[src/rtl/irq_stat_pkg.sv]
package irq_stat_pkg;
    localparam int unsigned LVL_N  = 16;
    localparam int unsigned LVL_W  = 4;
    localparam int unsigned BUS_W  = 16;
    localparam int unsigned ADDR_W = 3;
    localparam int unsigned STAT_W = 7;

    typedef enum logic [ADDR_W-1:0] {
        RA_CHMSK  = 3'd0,
        RA_GRPMSK = 3'd1,
        RA_PRIMSK = 3'd2,
        RA_INSVC  = 3'd3,
        RA_CLREN  = 3'd4,
        RA_STAT   = 3'd5
    } reg_addr_e;

    typedef enum logic [1:0] {
        ACK_ORD  = 2'd0,
        ACK_FAST = 2'd1,
        ACK_FNMI = 2'd2
    } ack_kind_e;

    typedef struct packed {
        logic fast;
        logic ord;
        logic pmask;
    } pend_t;

    typedef struct packed {
        logic fnmi;
        logic fast;
        logic ord;
    } svc_t;
endpackage

[src/rtl/irq_mask_regs.sv]
module irq_mask_regs
    import irq_stat_pkg::*;
#(
    parameter int unsigned NUM_CH  = 8,
    parameter int unsigned NUM_GRP = 2
) (
    input  logic                 clk_i,
    input  logic                 rst_i,
    input  logic                 we_i,
    input  logic [ADDR_W-1:0]    addr_i,
    input  logic [BUS_W-1:0]     wdata_i,
    output logic [NUM_CH-1:0]    ch_mask_o,
    output logic [NUM_GRP-1:0]   grp_mask_o,
    output logic [LVL_N-1:0]     pri_mask_o
);
    typedef struct packed {
        logic [NUM_CH-1:0]  chm;
        logic [NUM_GRP-1:0] grp;
        logic [LVL_N-1:0]   pri;
    } mreg_t;

    mreg_t m_d, m_q;

    always_comb begin
        m_d = m_q;
        if (we_i) begin
            unique case (addr_i)
                RA_CHMSK:  m_d.chm = wdata_i[NUM_CH-1:0];
                RA_GRPMSK: m_d.grp = wdata_i[NUM_GRP-1:0];
                RA_PRIMSK: m_d.pri = wdata_i[LVL_N-1:0];
                default:   ;
            endcase
        end
    end

    always_ff @(posedge clk_i) begin
        if (rst_i) m_q <= '0;
        else       m_q <= m_d;
    end

    assign ch_mask_o  = m_q.chm;
    assign grp_mask_o = m_q.grp;
    assign pri_mask_o = m_q.pri;

    // a write to the priority mask address is visible one edge later
    p_pri_write_r11: assert property (@(posedge clk_i) disable iff (rst_i)
        (we_i && addr_i == RA_PRIMSK) |=> (pri_mask_o == $past(wdata_i)));
endmodule

[src/rtl/irq_pend_eval.sv]
module irq_pend_eval
    import irq_stat_pkg::*;
#(
    parameter int unsigned NUM_CH  = 8,
    parameter int unsigned NUM_GRP = 2
) (
    input  logic [NUM_CH-1:0]       req_i,
    input  logic [NUM_CH*LVL_W-1:0] ch_lvl_i,
    input  logic [NUM_CH-1:0]       ch_fast_i,
    input  logic [NUM_CH-1:0]       ch_mask_i,
    input  logic [NUM_GRP-1:0]      grp_mask_i,
    input  logic [LVL_N-1:0]        pri_mask_i,
    input  logic [LVL_N-1:0]        insvc_i,
    input  logic                    cpu_id_i,
    input  logic                    cpu_np_i,
    output pend_t                   pend_o
);
    localparam int unsigned CH_PER_GRP = NUM_CH / NUM_GRP;

    int   thr;
    logic pm_any;
    logic fwd_ord, fwd_fast, pm_hit;

    always_comb begin
        thr    = LVL_N;
        pm_any = |pri_mask_i;
        for (int k = LVL_N - 1; k >= 0; k--) begin
            if (pri_mask_i[k]) thr = k;
        end
    end

    always_comb begin
        pm_hit   = 1'b0;
        fwd_ord  = 1'b0;
        fwd_fast = 1'b0;
        for (int ch = 0; ch < NUM_CH; ch++) begin
            int   lv;
            logic open_c, isv_c, pm_c;
            lv     = 32'(ch_lvl_i[ch*LVL_W +: LVL_W]);
            open_c = req_i[ch] && !ch_mask_i[ch] && !grp_mask_i[ch / CH_PER_GRP];
            isv_c  = 1'b0;
            for (int j = 0; j < LVL_N; j++) begin
                if (insvc_i[j] && j <= lv) isv_c = 1'b1;
            end
            pm_c = pm_any && (lv >= thr);
            if (open_c && !isv_c) begin
                if (pm_c)              pm_hit   = 1'b1;
                else if (ch_fast_i[ch]) fwd_fast = 1'b1;
                else                    fwd_ord  = 1'b1;
            end
        end
    end

    assign pend_o.pmask = pm_hit;
    assign pend_o.ord   = fwd_ord  & cpu_id_i;
    assign pend_o.fast  = fwd_fast & cpu_np_i;
endmodule

[src/rtl/irq_svc_clear.sv]
module irq_svc_clear
    import irq_stat_pkg::*;
#(
    parameter int unsigned CLR_W = 16
) (
    input  logic              clk_i,
    input  logic              rst_i,
    input  logic              we_i,
    input  logic [ADDR_W-1:0] addr_i,
    input  logic [BUS_W-1:0]  wdata_i,
    input  logic              ack_vld_i,
    input  logic [1:0]        ack_kind_i,
    input  logic [LVL_W-1:0]  ack_lvl_i,
    output logic [LVL_N-1:0]  insvc_o,
    output logic [CLR_W-1:0]  clren_o,
    output svc_t              svc_o
);
    typedef struct packed {
        logic [LVL_N-1:0] insvc;
        logic [CLR_W-1:0] clren;
        svc_t             svc;
    } sreg_t;

    sreg_t s_d, s_q;
    logic  armed, wr_isv, wr_ce, isv_zero;

    always_comb begin
        armed    = &s_q.clren;
        wr_isv   = we_i && (addr_i == RA_INSVC);
        wr_ce    = we_i && (addr_i == RA_CLREN);
        isv_zero = (wdata_i[LVL_N-1:0] == '0);

        s_d = s_q;
        if (wr_ce) s_d.clren = wdata_i[CLR_W-1:0];
        if (ack_vld_i) begin
            unique case (ack_kind_i)
                ACK_ORD:  begin s_d.insvc[ack_lvl_i] = 1'b1; s_d.svc.ord  = 1'b1; end
                ACK_FAST: begin s_d.insvc[ack_lvl_i] = 1'b1; s_d.svc.fast = 1'b1; end
                ACK_FNMI: s_d.svc.fnmi = 1'b1;
                default:  ;
            endcase
        end
        if (wr_isv && armed && isv_zero) begin
            s_d.insvc = '0;
            s_d.svc   = '0;
            s_d.clren = '0;
        end
    end

    always_ff @(posedge clk_i) begin
        if (rst_i) s_q <= '0;
        else       s_q <= s_d;
    end

    assign insvc_o = s_q.insvc;
    assign clren_o = s_q.clren;
    assign svc_o   = s_q.svc;

    // armed all-zero write wipes in-service state and disarms
    p_clear_seq_r8: assert property (@(posedge clk_i) disable iff (rst_i)
        (wr_isv && armed && isv_zero) |=> (insvc_o == '0 && clren_o == '0 && svc_o == '0));

    // armed non-zero write leaves the register and the arming alone
    p_mixed_hold_r9: assert property (@(posedge clk_i) disable iff (rst_i)
        (wr_isv && armed && !isv_zero && !ack_vld_i) |=> ($stable(insvc_o) && (&clren_o)));

    // unarmed write to the in-service register has no effect
    p_unarmed_hold_r10: assert property (@(posedge clk_i) disable iff (rst_i)
        (wr_isv && !armed && !ack_vld_i) |=> $stable(insvc_o));
endmodule

[src/rtl/irq_pend_stat.sv]
module irq_pend_stat
    import irq_stat_pkg::*;
#(
    parameter int unsigned NUM_CH  = 8,
    parameter int unsigned NUM_GRP = 2,
    parameter int unsigned CLR_W   = 16
) (
    input  logic                    clk_i,
    input  logic                    rst_i,
    input  logic                    bus_we_i,
    input  logic [ADDR_W-1:0]       bus_addr_i,
    input  logic [BUS_W-1:0]        bus_wdata_i,
    output logic [BUS_W-1:0]        bus_rdata_o,
    input  logic [NUM_CH-1:0]       req_i,
    input  logic [NUM_CH*LVL_W-1:0] ch_lvl_i,
    input  logic [NUM_CH-1:0]       ch_fast_i,
    input  logic                    cpu_id_i,
    input  logic                    cpu_np_i,
    input  logic                    ack_vld_i,
    input  logic [1:0]              ack_kind_i,
    input  logic [LVL_W-1:0]        ack_lvl_i,
    output logic [STAT_W-1:0]       stat_o
);
    logic [NUM_CH-1:0]  ch_mask;
    logic [NUM_GRP-1:0] grp_mask;
    logic [LVL_N-1:0]   pri_mask;
    logic [LVL_N-1:0]   insvc;
    logic [CLR_W-1:0]   clren;
    svc_t               svc;
    pend_t              pend_c, pend_d, pend_q;

    irq_mask_regs #(.NUM_CH(NUM_CH), .NUM_GRP(NUM_GRP)) u_masks (
        .clk_i      (clk_i),
        .rst_i      (rst_i),
        .we_i       (bus_we_i),
        .addr_i     (bus_addr_i),
        .wdata_i    (bus_wdata_i),
        .ch_mask_o  (ch_mask),
        .grp_mask_o (grp_mask),
        .pri_mask_o (pri_mask)
    );

    irq_pend_eval #(.NUM_CH(NUM_CH), .NUM_GRP(NUM_GRP)) u_eval (
        .req_i      (req_i),
        .ch_lvl_i   (ch_lvl_i),
        .ch_fast_i  (ch_fast_i),
        .ch_mask_i  (ch_mask),
        .grp_mask_i (grp_mask),
        .pri_mask_i (pri_mask),
        .insvc_i    (insvc),
        .cpu_id_i   (cpu_id_i),
        .cpu_np_i   (cpu_np_i),
        .pend_o     (pend_c)
    );

    irq_svc_clear #(.CLR_W(CLR_W)) u_svc (
        .clk_i      (clk_i),
        .rst_i      (rst_i),
        .we_i       (bus_we_i),
        .addr_i     (bus_addr_i),
        .wdata_i    (bus_wdata_i),
        .ack_vld_i  (ack_vld_i),
        .ack_kind_i (ack_kind_i),
        .ack_lvl_i  (ack_lvl_i),
        .insvc_o    (insvc),
        .clren_o    (clren),
        .svc_o      (svc)
    );

    always_comb pend_d = pend_c;

    always_ff @(posedge clk_i) begin
        if (rst_i) pend_q <= '0;
        else       pend_q <= pend_d;
    end

    assign stat_o = {svc, 1'b0, pend_q};

    always_comb begin
        bus_rdata_o = '0;
        unique case (bus_addr_i)
            RA_CHMSK:  bus_rdata_o[NUM_CH-1:0]  = ch_mask;
            RA_GRPMSK: bus_rdata_o[NUM_GRP-1:0] = grp_mask;
            RA_PRIMSK: bus_rdata_o              = pri_mask;
            RA_INSVC:  bus_rdata_o              = insvc;
            RA_CLREN:  bus_rdata_o[CLR_W-1:0]   = clren;
            RA_STAT:   bus_rdata_o[STAT_W-1:0]  = stat_o;
            default:   bus_rdata_o              = '0;
        endcase
    end

    // with interrupts enabled the ordinary flag is clear one cycle later
    p_ord_gate_r4: assert property (@(posedge clk_i) disable iff (rst_i)
        !cpu_id_i |=> !stat_o[1]);

    // without a non-maskable in progress the fast flag is clear
    p_fast_gate_r5: assert property (@(posedge clk_i) disable iff (rst_i)
        !cpu_np_i |=> !stat_o[2]);

    // every channel masked leaves no priority-only pending
    p_pm_chmask_r3: assert property (@(posedge clk_i) disable iff (rst_i)
        (&ch_mask) |=> !stat_o[0]);
endmodule

[config.mk]
export PLATFORM = sky130hd
export DESIGN_NAME = irq_pend_stat
export DESIGN_NICKNAME = d
export VERILOG_FILES = /design/src/rtl/irq_stat_pkg.sv /design/src/rtl/irq_mask_regs.sv /design/src/rtl/irq_pend_eval.sv /design/src/rtl/irq_svc_clear.sv /design/src/rtl/irq_pend_stat.sv
export SDC_FILE = /design/constraint.sdc
export NUM_CORES = 1
export LEC_CHECK = 0
export CELL_PAD_IN_SITES_DETAIL_PLACEMENT = 1
export CELL_PAD_IN_SITES_GLOBAL_PLACEMENT = 2
export CORE_ASPECT_RATIO = 1.4
export CORE_MARGIN = 4
export CORE_UTILIZATION = 29
export CTS_CLUSTER_SIZE = 40
export DETAILED_ROUTE_END_ITERATION = 10
export PLACE_DENSITY = 0.91
export SLEW_MARGIN = 20
export SYNTH_ARGS = -nofsm -noshare
export SYNTH_HDL_FRONTEND = slang
export SYNTH_SLANG_ARGS = --single-unit
[constraint.sdc]
create_clock -name clk_i -period 4.6 [get_ports clk_i]
set_input_delay 0.46 -clock clk_i [delete_from_list [all_inputs] [get_ports clk_i]]
set_output_delay 0.46 -clock clk_i [all_outputs]
set_load 0.01 [all_outputs]
=== Word level (Yosys, flattened, before mapping) ===
Index checks and enable logic that the tools add are counted.

* Output and inout bits: 23
* Register bits after elaboration: 64

* Magnitude comparators: 130
* Mux-type cells: 207
* Bitwise logic cells: 3
* Eq/ne operators: 7
* Reduce and logical (&&, ||, !) cells: 189

{| class="wikitable"
|+ Operators with widths
! operator !! number
|-
| $mux 32 || 15
|-
| $ge 5x32->1 || 8
|-
| $le 4x4->1 const A || 64
|-
| $mux 1 || 186
|-
| $logic_and 1x1->1 || 157
|-
| $le 3x4->1 const A || 32
|-
| $le 2x4->1 const A || 16
|-
| $le 1x4->1 const A || 8
|-
| $pmux 5 s5 || 1
|-
| $pmux 8 s3 || 1
|-
| $logic_not 1->1 || 18
|-
| $logic_not 16->1 || 1
|-
| $or 16x16->16 || 1
|-
| $reduce_and 16->1 || 1
|-
| $reduce_or 16->1 || 1
|-
| $reduce_and 2->1 || 7
|-
| $pmux 2 s6 || 1
|-
| $eq 3x2->1 const B || 2
|-
| $eq 3x3->1 const B || 2
|-
| $lt 4x5->1 const B || 1
|-
| $mux 5 || 1
|-
| $demux 1 s4 || 1
|-
| $ge 4x1->1 const B || 1
|-
| $pmux 1 s4 || 1
|-
| 7 further kinds || 9
|}

=== Logic depth before layout (Yosys ltp) ===
* Depth after elaboration: 42
* Mapped depth: 15
* Gate-level depth less buffers: 15

=== Modules after synthesis ===
From an unflattened synthesis, not the netlist that was laid out.

* Cell total of the unflattened synthesis: 697
* Area total of the unflattened synthesis: 5,795.6 µm²

{| class="wikitable"
|+ Modules (own cells, without submodules)
! module !! cells an instance !! area each (µm²) !! seq. area each (µm²) !! instances
|-
| irq_pend_eval || 378 || 2,448.6 || 0.0 || 1
|-
| irq_svc_clear || 146 || 1,589.0 || 700.7 || 1
|-
| irq_mask_regs || 104 || 1,123.6 || 520.5 || 1
|-
| irq_pend_stat || 69 || 634.4 || 60.1 || 1
|}

=== Least setup slack after synthesis ===
Ideal clock, no wire load.

* Path kind: reg-to-reg
* From: reg u_masks.m_q, in the netlist u_masks.pri_mask_o[15]
* To: reg pend_q, in the netlist stat_o[1]
* Cell stages (with the launch flop): 15
* Arrival time: 3.276 ns
* Clock period less this slack: 3.398 ns
* Required time: 4.478 ns
* Setup slack: 1.202 ns
* Path buffers: 0
* Cells stage by stage: dfxtp_1 -> nor2b_1 -> o21bai_1 -> a21oi_1 -> o21bai_1 -> a21oi_1 -> nor2_1 -> o41ai_1 -> ha_1 -> nand2b_1 -> a2111oi_0 -> nor4_1 -> nor3b_1 -> or4_1 -> o311a_1

* Longest elaborated chain between the ends: 42
* Elaborated cells on any way between the ends: 57
* Those cells by class: 8 x order compare; 39 x mux; 1 x bitwise; 9 x reduce/logical

{| class="wikitable"
|+ Ends and longest elaborated chain
! item !! line !! RTL
|-
| start: declaration || irq_mask_regs.sv:22 || <nowiki>mreg_t m_d, m_q;</nowiki>
|-
| start signal: assignment || irq_mask_regs.sv:38 || <nowiki>else m_q <= m_d;</nowiki>
|-
| $mux 5 || irq_pend_eval.sv:28 || <nowiki>if (pri_mask_i[k]) thr = k;</nowiki>
|-
| $mux 32 (15 in a row) || irq_pend_eval.sv:28 ||
|-
| $ge 5x32->1 || irq_pend_eval.sv:45 || <nowiki>pm_c = pm_any && (lv >= thr);</nowiki>
|-
| $logic_and 1x1->1 || irq_pend_eval.sv:45 ||
|-
| $mux 1 || irq_pend_eval.sv:47 || <nowiki>if (pm_c) pm_hit = 1'b1;</nowiki>
|-
| $mux 1 || irq_pend_eval.sv:46 || <nowiki>if (open_c && !isv_c) begin</nowiki>
|-
| $mux 1 || irq_pend_eval.sv:48 || <nowiki>else if (ch_fast_i[ch]) fwd_fast = 1'b1;</nowiki>
|-
| $mux 1 || irq_pend_eval.sv:47 ||
|-
| (+12 left out) || - ||
|-
| $mux 1 || irq_pend_eval.sv:46 ||
|-
| $mux 1 || irq_pend_eval.sv:48 ||
|-
| $mux 1 || irq_pend_eval.sv:47 ||
|-
| $mux 1 || irq_pend_eval.sv:46 ||
|-
| $mux 1 || irq_pend_eval.sv:48 ||
|-
| $mux 1 || irq_pend_eval.sv:47 ||
|-
| $mux 1 (*) || irq_pend_eval.sv:46 ||
|-
| $and 1x1->1 (*) || irq_pend_eval.sv:55 || <nowiki>assign pend_o.ord = fwd_ord & cpu_id_i;</nowiki>
|-
| end signal: assignment || irq_pend_stat.sv:74 || <nowiki>else pend_q <= pend_d;</nowiki>
|-
| end: declaration || irq_pend_stat.sv:30 || <nowiki>pend_t pend_c, pend_d, pend_q;</nowiki>
|}

Mark *: on every way between the ends. The rest lies on a longest branch, timed or not.
A chain may end at the register's enable or synchronous reset.

=== Worst setup path after layout ===
* From: in bus_addr_i[0]
* To: out bus_rdata_o[3]

* Longest elaborated chain between the ends: 2
* Elaborated cells on any way between the ends: 6
* Those cells by class: 4 x eq/ne; 1 x mux; 1 x reduce/logical

{| class="wikitable"
|+ Ends and longest elaborated chain
! item !! line !! RTL
|-
| start: declaration || irq_pend_stat.sv:11 || <nowiki>input logic [ADDR_W-1:0] bus_addr_i,</nowiki>
|-
| $eq 3x3->1, or another cell as far along || irq_pend_stat.sv:81 || <nowiki>unique case (bus_addr_i)</nowiki>
|-
| $pmux 5 s5 (*) || irq_pend_stat.sv:81 ||
|-
| end: declaration || irq_pend_stat.sv:13 || <nowiki>output logic [BUS_W-1:0] bus_rdata_o,</nowiki>
|}

Marks and branches as above.

==> run_results.csv <==
group,metric,value,unit
detailed_routing,vias_cell,5.69,
pwr,worst_vdd_drop,0.000166,V
pwr,powerDensity,263,nW/um^2
logic_synthesis,ys_seq_area_share,24.1,%
finish,layout-area-overhead-vs-synth,27.5,%
setup_path,critPathRequiredTime,4.14,ns
setup_path,sum_of_buffers_and_inverters_on_the_critical_path,3,
global_routing,global_route_wire_length_before_repair,35.1,mm
run_status,run_status,"finished clean",
placed_design,routabilityCongestion,0.887,
floorplan,initial_utilization,29.5,%
logic_synthesis,synth_area_leaders,"dfxtp_1 (24%), a21oi_1 (9.0%), nand2_1 (8.9%)",
detailed_routing,routed_wl,22.6,mm
cts,holdBufCountCts,0,
pwr,p_clk_share,41.7,%
finish,final_layout_size_suffix_gt1_share,5.22,%
timing,unrepaired_setup_endpoints_after_global_routing,"false",
timing,timing.fmax,291,MHz
cts,cts_tree,"built",
pwr,p_comb_share,24.8,%
logic_synthesis,ys_ff_latch,64,
setup_path,crit_chain,"clkdlybuf4s50_1, buf_4, mux2_2, nand3_1, o21ai_0, clkdlybuf4s50_1",
floorplan,core,18000,um^2
setup_path,crit_path_end_kind,"output port",
detailed_routing,drt_iter0_drc,391,
logic_synthesis,synth_compound_area_share,29.6,%
setup_path,startpoint_type,"input pin",
pwr,power_spent_charging_and_discharging_nets,0.537,mW
cts,clock_pin_slew_reported_for_the_worst_setup_and_hold_paths_after_clock_tree_synthesis,0.05,ns
setup_path,timing.critical_path.mode_cell,"clkdlybuf4s50_1",
global_routing,antenna_found_initial,1,
logic_synthesis,ys_types,75,
floorplan,die-area,20600,um^2
logic_synthesis,post_synth_xor_area_fraction,0,%
cts,clkLatencyLatePin,0.33,ns
detailed_routing,drc_errors,0,
logic_synthesis,yosys-mux-area-fraction,3.82,%
detailed_routing,drt_antenna_net_count,0,
detailed_routing,via_count,6057,
setup_path,timing_worst_setup_path_type,"input pin to output port",
cts,clock_root_buffer,"clkbuf_16",
floorplan,top_level_ports,102,
finish,layout.cells.most_common_list,"nand2_1 (126), clkdlybuf4s50_1 (100), a21oi_1 (96)",
logic_synthesis,yosysTopAreaCell,"dfxtp_1",
cts,tritoncts_num_sinks,64,
logic_synthesis,netlist.area_leader.share,24.1,%
detailed_routing,first_pass_iters,7,
logic_synthesis,synth_flop_cell,"dfxtp_1",
global_routing,global_route.usage.total,21.9,%
min_path,worst_hold_path_type,"register to register",
run,number_of_max_cap_violations,0,
floorplan,dieWidth,122,um
floorplan,fp_rows,58,
setup_path,arrival,2.98,ns
finish,final_common_cell,"nand2_1",
timing,timing.slew.headroom,36.8,%
logic_synthesis,postSynthCellCount,748,
cts,post-cts-setup-buffer-count,0,
global_routing,grt-ovfl-total,0,
logic_synthesis,synth_top_family_by_area,"compound AO/OA/AOI/OAI gates",
cts,cts_resized,0,
timing,setup_tns,0,ns
timing,timing.final.setup_violations,0,
setup_path,path_delay_family,"buffers and inverters",
floorplan,die_height,168,um
pwr,post-layout-total-power,1.78,mW
detailed_routing,wire_per_inst,21.2,um
logic_synthesis,syn_area,5310,um^2
setup_path,crit_fanout,23,
finish,layout.nets,931,
logic_synthesis,synth-adder-area-share,8.15,%
logic_synthesis,post_synth_and_or_nand_nor_area_fraction,27.6,%
timing,final_max_slew_viol_count,0,
timing,clock_tree_skew_after_final_layout,0.00570,ns
logic_synthesis,syn_area_per_cell,7.10,um^2
timing,period_needed,3.44,ns
setup_path,timing.critical_path.slowest_cell_delay,1.09,ns
cts,cts-buffers-inserted,9,
placed_design,place_hpwl,16.5,mm
pwr,sequential_power_share,33.5,%
placed_design,port-buffer-count,100,
pwr,p_sw_share,30.2,%
cts,clock_path_buffers,2,
timing,timing.final.crit_share,74.8,%
pwr,p_leak,2.47,nW
timing,hold_violations,0,
pwr,p_int,1.24,mW
logic_synthesis,synth-edff-count,0,
global_routing,grt_pass1_vias,6246,
logic_synthesis,synthesized_nets,860,
logic_synthesis,async_reset_ff_share,0,%
timing,tightest_slew,0.945,ns
cts,cts.htree.levels,3,
logic_synthesis,yosysWarningCount,0,
global_routing,grt_start_max_net_pins,29,
setup_path,critical_path.slowest_cell,"clkdlybuf4s50_1",
-- power groups by stage --
stage               sequential (mW)  clock, mW  combinational, mW
CTS                           0.596      0.748              0.442
finish                        0.597      0.742              0.442
detailed placement            0.607          0              0.438
global placement              0.608          0              0.429
floorplan                     0.593          0              0.247
global route                  0.598      0.773              0.490
-- kinds of logic (layout without fill, tap and decap cells) --
group           Yosys count  count (layout)
buf+inv                  77             153
simple gates            302             302
flops                    64              64
fa+ha+maj                35              35
other cells               1               2
mux                      20              20
compound gates          249             249
-- state kept, by name, summed over array words and instances, names as in the netlist --
signal              count
u_masks.pri_mask_o     16
u_svc.clren_o          16
u_svc.insvc_o          16
u_masks.ch_mask_o       8
stat_o                  3
u_svc.svc_o             3
u_masks.grp_mask_o      2
-- synth_stat cells, types with 3 or more instances --
cell type  count
a21o_1         9
or4_4          3
nand3_1       16
and3_1         4
o21bai_1       3
a221oi_1       3
nor2b_1        6
clkbuf_1      19
o211ai_1       3
nor2_1        63
o21ai_0       50
buf_4          7
o22ai_1       12
nand2b_1      10
a211oi_1      15
nor4_1         7
nor4b_1        7
nand2_1      126
dfxtp_1       64
a21oi_1       96
a31oi_1       12
mux2i_1       18
nand4_1        8
or4_1          3
nor3b_1        4
o21a_1         4
nor3_1        27
ha_1          33
inv_1         25
buf_2         21
a2111oi_0      4
o31ai_1        3
a22o_1         3
-- worst paths after layout --
check / startpoint / end / slack (ns) / cells after the start
max: bus_addr_i[0] / bus_rdata_o[3] / 1.16 / 6
max reg2reg: u_masks.pri_mask_o[15]$_SDFFE_PP0P_ / stat_o[1]$_SDFF_PP0_ / 1.17 / 15
min reg2reg: u_masks.ch_mask_o[4]$_SDFFE_PP0P_ / u_masks.ch_mask_o[4]$_SDFFE_PP0P_ / 0.48 / 2
min: u_masks.ch_mask_o[4]$_SDFFE_PP0P_ / u_masks.ch_mask_o[4]$_SDFFE_PP0P_ / 0.48 / 2
-- tightest hold or removal path, stage by stage, from the launching register on --
cell and delay (ns):
dfxtp_1 0.32, nand2_1 0.06, a21oi_1 0.05
-- final cells by class --
| type | count | area (um^2) |
|---|---|---|
| Multi-Input combinational cell | 607 | 3690 |
| Tap cell | 240 | 300 |
| Clock buffer | 9 | 225 |
| Antenna cell | 1 | 2.50 |
| Timing Repair Buffer | 110 | 1080 |
| Sequential cell | 64 | 1280 |
| Clock inverter | 7 | 96.3 |
| Inverter | 27 | 101 |
| Fill cell | 2279 | 11200 |
-- per-layer routing --
layer	part of all wire, %	up-vias	track usage, %
li1	-	2887	-
met1	42	2940	26.6
met2	50	185	38.2
met3	4.8	45	3.29
met4	3.3	0	9.16
met5	0	-	0
-- metrics by stage --
step	hold WS [ns]	utilization (%)	instance area, um^2	instances	setup slack [ns]
2_1_floorplan	0.443	-	5310	748	1.20
3_3_place_gp	0.455	35.8	6450	1048	1.22
3_5_place_dp	0.473	35.8	6450	1048	1.20
4_1_cts	0.480	37.6	6770	1064	1.18
5_1_grt	0.505	37.6	6770	1065	0.955
6_report	0.479	37.6	6770	1065	1.16
No activity file was read; power rests on OpenSTA's default activity.
